[src/rtl/lpm_pkg.sv]
package lpm_pkg;

    typedef enum logic [1:0] {
        MODE_RUN  = 2'b00,
        MODE_WAIT = 2'b01,
        MODE_STOP = 2'b10
    } lpm_mode_e;

endpackage

[src/rtl/lpm_wake_qual.sv]
module lpm_wake_qual #(
    parameter int NUM_PERIPH = 4
) (
    input  logic [NUM_PERIPH-1:0] irq,
    input  logic [NUM_PERIPH-1:0] stop_keep,
    input  logic                  lv_irq,
    input  logic                  dbg_req,
    output logic                  wake_any,
    output logic                  wake_stop
);

    logic [NUM_PERIPH-1:0] irq_kept;

    // Only interrupts from peripherals that stay clocked in Stop may wake it.
    genvar g;
    generate
        for (g = 0; g < NUM_PERIPH; g++) begin : g_mask
            assign irq_kept[g] = irq[g] & stop_keep[g];
        end
    endgenerate

    always_comb begin
        wake_any  = (|irq) | lv_irq | dbg_req;
        wake_stop = (|irq_kept) | lv_irq | dbg_req;
    end

endmodule

[src/rtl/lpm_mode_fsm.sv]
module lpm_mode_fsm
    import lpm_pkg::*;
(
    input  logic      clk,
    input  logic      rst_n,
    input  logic      wait_req,
    input  logic      stop_req,
    input  logic      wake_any,
    input  logic      wake_stop,
    output lpm_mode_e mode_q
);

    lpm_mode_e mode_d;

    always_comb begin
        mode_d = mode_q;
        unique case (mode_q)
            MODE_RUN: begin
                if (stop_req) begin
                    if (!wake_stop) mode_d = MODE_STOP;
                end else if (wait_req) begin
                    if (!wake_any) mode_d = MODE_WAIT;
                end
            end
            MODE_WAIT: begin
                if (wake_any) mode_d = MODE_RUN;
            end
            MODE_STOP: begin
                if (wake_stop) mode_d = MODE_RUN;
            end
            default: mode_d = MODE_RUN;
        endcase
    end

    always_ff @(posedge clk or negedge rst_n) begin
        if (!rst_n) mode_q <= MODE_RUN;
        else        mode_q <= mode_d;
    end


    a_r2_wait_entry: assert property (@(posedge clk) disable iff (!rst_n)
        (mode_q == MODE_RUN && wait_req && !stop_req && !wake_any) |=> (mode_q == MODE_WAIT));

    a_r4_wait_exit: assert property (@(posedge clk) disable iff (!rst_n)
        (mode_q == MODE_WAIT && wake_any) |=> (mode_q == MODE_RUN));

    a_r7_stop_hold: assert property (@(posedge clk) disable iff (!rst_n)
        (mode_q == MODE_STOP && !wake_stop) |=> (mode_q == MODE_STOP));

    a_r8_coincide_run: assert property (@(posedge clk) disable iff (!rst_n)
        (mode_q == MODE_RUN && stop_req && wake_stop) |=> (mode_q == MODE_RUN));

    a_r9_req_ignored: assert property (@(posedge clk) disable iff (!rst_n)
        (mode_q == MODE_WAIT && !wake_any) |=> (mode_q == MODE_WAIT));

endmodule

[src/rtl/lpm_clk_en.sv]
module lpm_clk_en
    import lpm_pkg::*;
#(
    parameter int NUM_PERIPH = 4
) (
    input  logic                  clk,
    input  logic                  rst_n,
    input  lpm_mode_e             mode_q,
    input  logic [NUM_PERIPH-1:0] stop_keep,
    output logic                  core_clk_en,
    output logic [NUM_PERIPH-1:0] periph_clk_en
);

    localparam logic [NUM_PERIPH-1:0] ALL_ON = {NUM_PERIPH{1'b1}};

    always_ff @(posedge clk or negedge rst_n) begin
        if (!rst_n) begin
            core_clk_en   <= 1'b1;
            periph_clk_en <= ALL_ON;
        end else begin
            unique case (mode_q)
                MODE_RUN: begin
                    core_clk_en   <= 1'b1;
                    periph_clk_en <= ALL_ON;
                end
                MODE_WAIT: begin
                    core_clk_en   <= 1'b0;
                    periph_clk_en <= ALL_ON;
                end
                MODE_STOP: begin
                    core_clk_en   <= 1'b0;
                    periph_clk_en <= stop_keep;
                end
                default: begin
                    core_clk_en   <= 1'b1;
                    periph_clk_en <= ALL_ON;
                end
            endcase
        end
    end


    a_r3_wait_clocks: assert property (@(posedge clk) disable iff (!rst_n)
        (mode_q == MODE_WAIT) |=> (!core_clk_en && periph_clk_en == ALL_ON));

    a_r6_stop_clocks: assert property (@(posedge clk) disable iff (!rst_n)
        (mode_q == MODE_STOP) |=> (!core_clk_en && periph_clk_en == $past(stop_keep)));

    a_r10_run_clocks: assert property (@(posedge clk) disable iff (!rst_n)
        (mode_q == MODE_RUN) |=> (core_clk_en && periph_clk_en == ALL_ON));

endmodule

[src/rtl/lpm_clk_ctrl.sv]
module lpm_clk_ctrl
    import lpm_pkg::*;
#(
    parameter int NUM_PERIPH = 4
) (
    input  logic                  clk,
    input  logic                  rst_n,
    input  logic                  wait_req,
    input  logic                  stop_req,
    input  logic [NUM_PERIPH-1:0] irq,
    input  logic [NUM_PERIPH-1:0] stop_keep,
    input  logic                  lv_irq,
    input  logic                  dbg_req,
    output logic                  core_clk_en,
    output logic [NUM_PERIPH-1:0] periph_clk_en,
    output logic [1:0]            mode
);

    logic      wake_any;
    logic      wake_stop;
    lpm_mode_e mode_q;

    lpm_wake_qual #(.NUM_PERIPH(NUM_PERIPH)) u_wake (
        .irq       (irq),
        .stop_keep (stop_keep),
        .lv_irq    (lv_irq),
        .dbg_req   (dbg_req),
        .wake_any  (wake_any),
        .wake_stop (wake_stop)
    );

    lpm_mode_fsm u_fsm (
        .clk       (clk),
        .rst_n     (rst_n),
        .wait_req  (wait_req),
        .stop_req  (stop_req),
        .wake_any  (wake_any),
        .wake_stop (wake_stop),
        .mode_q    (mode_q)
    );

    lpm_clk_en #(.NUM_PERIPH(NUM_PERIPH)) u_en (
        .clk           (clk),
        .rst_n         (rst_n),
        .mode_q        (mode_q),
        .stop_keep     (stop_keep),
        .core_clk_en   (core_clk_en),
        .periph_clk_en (periph_clk_en)
    );

    assign mode = mode_q;

    // a simultaneous wait and stop request resolves to Stop
    a_r5_stop_priority: assert property (@(posedge clk) disable iff (!rst_n)
        (mode == 2'b00 && stop_req && wait_req && !lv_irq && !dbg_req && ((irq & stop_keep) == '0))
        |=> (mode == 2'b10));

endmodule

[config.mk]
export PLATFORM = sky130hd
export DESIGN_NAME = lpm_clk_ctrl
export DESIGN_NICKNAME = d
export VERILOG_FILES = /design/src/rtl/lpm_pkg.sv /design/src/rtl/lpm_wake_qual.sv /design/src/rtl/lpm_mode_fsm.sv /design/src/rtl/lpm_clk_en.sv /design/src/rtl/lpm_clk_ctrl.sv
export SDC_FILE = /design/constraint.sdc
export NUM_CORES = 1
export LEC_CHECK = 0
export BUFFER_PORTS_ARGS = -buffer_cell sky130_fd_sc_hd__buf_2
export CELL_PAD_IN_SITES_DETAIL_PLACEMENT = 1
export CELL_PAD_IN_SITES_GLOBAL_PLACEMENT = 1
export CORE_AREA = 2 2 39 41
export DETAILED_ROUTE_END_ITERATION = 8
export DIE_AREA = 0 0 41 43
export PLACE_DENSITY = 0.83
export SETUP_SLACK_MARGIN = 0.5
export SLEW_MARGIN = 20
export SYNTH_ARGS = -nofsm -noshare
export SYNTH_HDL_FRONTEND = slang
export SYNTH_SLANG_ARGS = --single-unit
[constraint.sdc]
create_clock -name clk -period 3.1 [get_ports clk]
set_input_delay 0.31 -clock clk [delete_from_list [all_inputs] [get_ports clk]]
set_output_delay 0.31 -clock clk [all_outputs]
set_load 0.01 [all_outputs]
==> impl_metrics.yaml <==
run_status:
  status: "finished clean"
worst_setup_path:
  critPathMaxStageDelay_ns: 0.43
  endpoint_kind: "register"
  arrival_ns: 1.97
  worst-path-buf-inv: 2
  cp_data_required_time_ns: 3.22
  rr_startpoint: "u_fsm.mode_q[0]"
  ff2ff_setup_slack_ns: 1.25
  reg2reg_to: "u_fsm.mode_q[1]"
  cpMaxStageDelayCell: "dfrtp_1"
  crit_chain: "inv_1 -> ha_1 -> inv_1 -> a311oi_1 -> nor4_1 -> or3b_1"
  startpoint: "u_fsm.mode_q[0]"
  worst_setup_path_start_kind: "register"
  cp-endpoint: "u_fsm.mode_q[1]"
  critPathMaxFanout: 6
  cp_common_cell: "inv_1"
  reg2reg_depth: 6
  crit_family: "simple AND/OR/NAND/NOR gates"
  path_depth: 6
  worstSetupPathType: "reg -> reg"
timing:
  worst_slew_pin_slew_ns: 0.4773
  setup_tns_ns: 0
  post-route-min-period_ns: 1.849
  fin_crit_sh_pct: 59.66
  relSlewSlack_pct: 67.97
  rsz0062_at_grt: "false"
  fmax_mhz: 540.7
  finClkSkew_ns: 0.0002303
  slew_viol_final: 0
  setup_violations: 0
  final_hold_viol_count: 0
detailed_routing:
  wl_per_cell_um: 11.99
  drc: 0
  dr_total_vias: 384
  firstDrtPassIters: 3
  routed_wl_um: 971
  vias_per_cell: 4.741
  drt-initial-drc-count: 3
  ant_nets: 0
global_routing:
  grt_pass1_vias: 345
  grt_max_degree: 9
  grt_use_total_pct: 12.89
  grt_antenna_before_repair: 0
  grt_first_pass_wirelength_um: 1518
  gr-total-overflow: 0
clock_network:
  ctsResizeCount: 0
  cts_root_buffer: "clkbuf_4"
  htreeDepth: 1
  clkLatencyLatePin_ns: 0.25
  cts_buffer_depth: 2
  cts_setup_buffers: 0
  clkSinkCount: 7
  ctsHoldBuffers: 1
  path_clk_slew_ns: 0.05
  cts_tree: "done"
  cts_buffers: 3
synth:
  yosys_register_bits: 7
  netlist_area_um2: 399.1
  synth_edf_count: 0
  async_reset_ff_share_pct: 100.0
  synth_cells: 40
  seq_area_frac_synth_pct: 45.45
  synth.distinct_cells: 20
  yosys_warnings: 0
  synth.avg_cell_area_um2: 9.978
  syn_nets: 57
  synth_ff_type: "dfstp_2"
worst_hold_path:
  holdCritPathClass: "in -> reg"
final_layout:
  drive_above_1_share_pct: 49.23
  fillers: 173
  n_antenna_cell: 0
  final_core_util_pct: 40.14
  finalNonFillerCells: 81
  final_nets: 83
  area_growth_pct: 39.18
floorplanning:
  rows: 14
  io_pins: 21
  initial_core_util_pct: 28.84
  dieArea_um2: 1763
  core_um2: 1384
  die_w_um: 41
  die_h_um: 43
placement:
  dp.cells: 76
  port_buffers: 20
  place_congestion: 0.8864
  hpwl_um: 793.5
run:
  maxCapViolCount: 0
power_and_ir_drop:
  power_density_nw_per_um2: 588.0
  cellLeakagePower_nw: 0.2597
  irDropWorstVdd_mv: 0.1648
[power by group]
part	internal [mW]	switching (mW)
clock network	0.0490	0.0324
logic	0.0545	0.0623
registers	0.114	0.0139
[sequential cells by signal, indices dropped and copies added (netlist names)]
name / flops
u_fsm.mode_q: 2
u_en.periph_clk_en: 4
u_en.core_clk_en: 1
[through the flow]
| stage | hold slack [ns] | instance area, µm² | setup WS (ns) | power, mW |
|---|---|---|---|---|
| floorplan | 0.01441 | 399.1 | 1.441 | 0.1990 |
| global placement | 0.1450 | 519.2 | 1.375 | 0.2426 |
| detailed placement | 0.1469 | 519.2 | 1.255 | 0.2456 |
| CTS | 0.2601 | 555.5 | 1.239 | 0.3319 |
| global route | 0.2764 | 555.5 | 1.057 | 0.3538 |
| finish | 0.2692 | 555.5 | 1.251 | 0.3266 |
[kinds of logic (layout without fill, tap and decap cells)]
kind of cell	after synthesis	after routing	synth area share (%)
muxes	1	1	2.821
AOI/OAI and AO/OA	5	5	7.837
and+or+nand+nor	20	20	30.72
adders and majority gates	3	3	9.405
buffers and inverters	4	29	3.761
DFF	7	7	45.46
[layout make-up]
cell class                 instances  area, µm²  area share, %
clock buffer                       4      26.28          4.730
inverter                           4      15.01          2.703
multi-input combinational         29      202.7          36.49
sequential                         7      181.4          32.66
tap                               16      20.02          3.604
timing repair buffer              21      110.1          19.82
[cells in the final DEF (no fill, tap or decap), types with 2 or more instances in the layout]
| cell type | Yosys | routed |
|---|---|---|
| buf_2 | 0 | 20 |
| nand2_1 | 5 | 5 |
| dfstp_2 | 5 | 5 |
| inv_1 | 4 | 4 |
| nand2b_1 | 4 | 4 |
| o21ai_0 | 3 | 3 |
| ha_1 | 3 | 3 |
| clkbuf_4 | 0 | 3 |
| nand3_1 | 2 | 2 |
| dfrtp_1 | 2 | 2 |
[worst min-delay path by stage]
stage            startpoint  slack (ns)  cells past startpoint                     to
6_report       stop_keep[3]        0.27                      2  u_en.periph_clk_en[3]
5_1_grt        stop_keep[3]        0.28                      2  u_en.periph_clk_en[3]
4_1_cts        stop_keep[3]        0.26                      2  u_en.periph_clk_en[3]
3_5_place_dp          rst_n        0.15                      1        u_fsm.mode_q[0]
3_3_place_gp          rst_n        0.14                      1        u_fsm.mode_q[0]
2_1_floorplan         rst_n        0.01                      0        u_fsm.mode_q[0]
[synthesized netlist by cell type, types with 2 or more instances]
cell	count	area, µm²
dfstp_2	5	131.4
o21ai_0	3	15.01
inv_1	4	15.01
nand2b_1	4	25.02
nand2_1	5	18.77
nand3_1	2	10.01
ha_1	3	37.54
dfrtp_1	2	50.05
[metal layers]
metal	track usage [%]	vias to the layer above	share of wire, %
met2	21.56	13	56
met4	8.000	0	0
li1	-	188	-
met1	14.29	183	38
met5	0	-	0
met3	1.571	0	5.8
No activity file was read; power rests on OpenSTA's default activity.
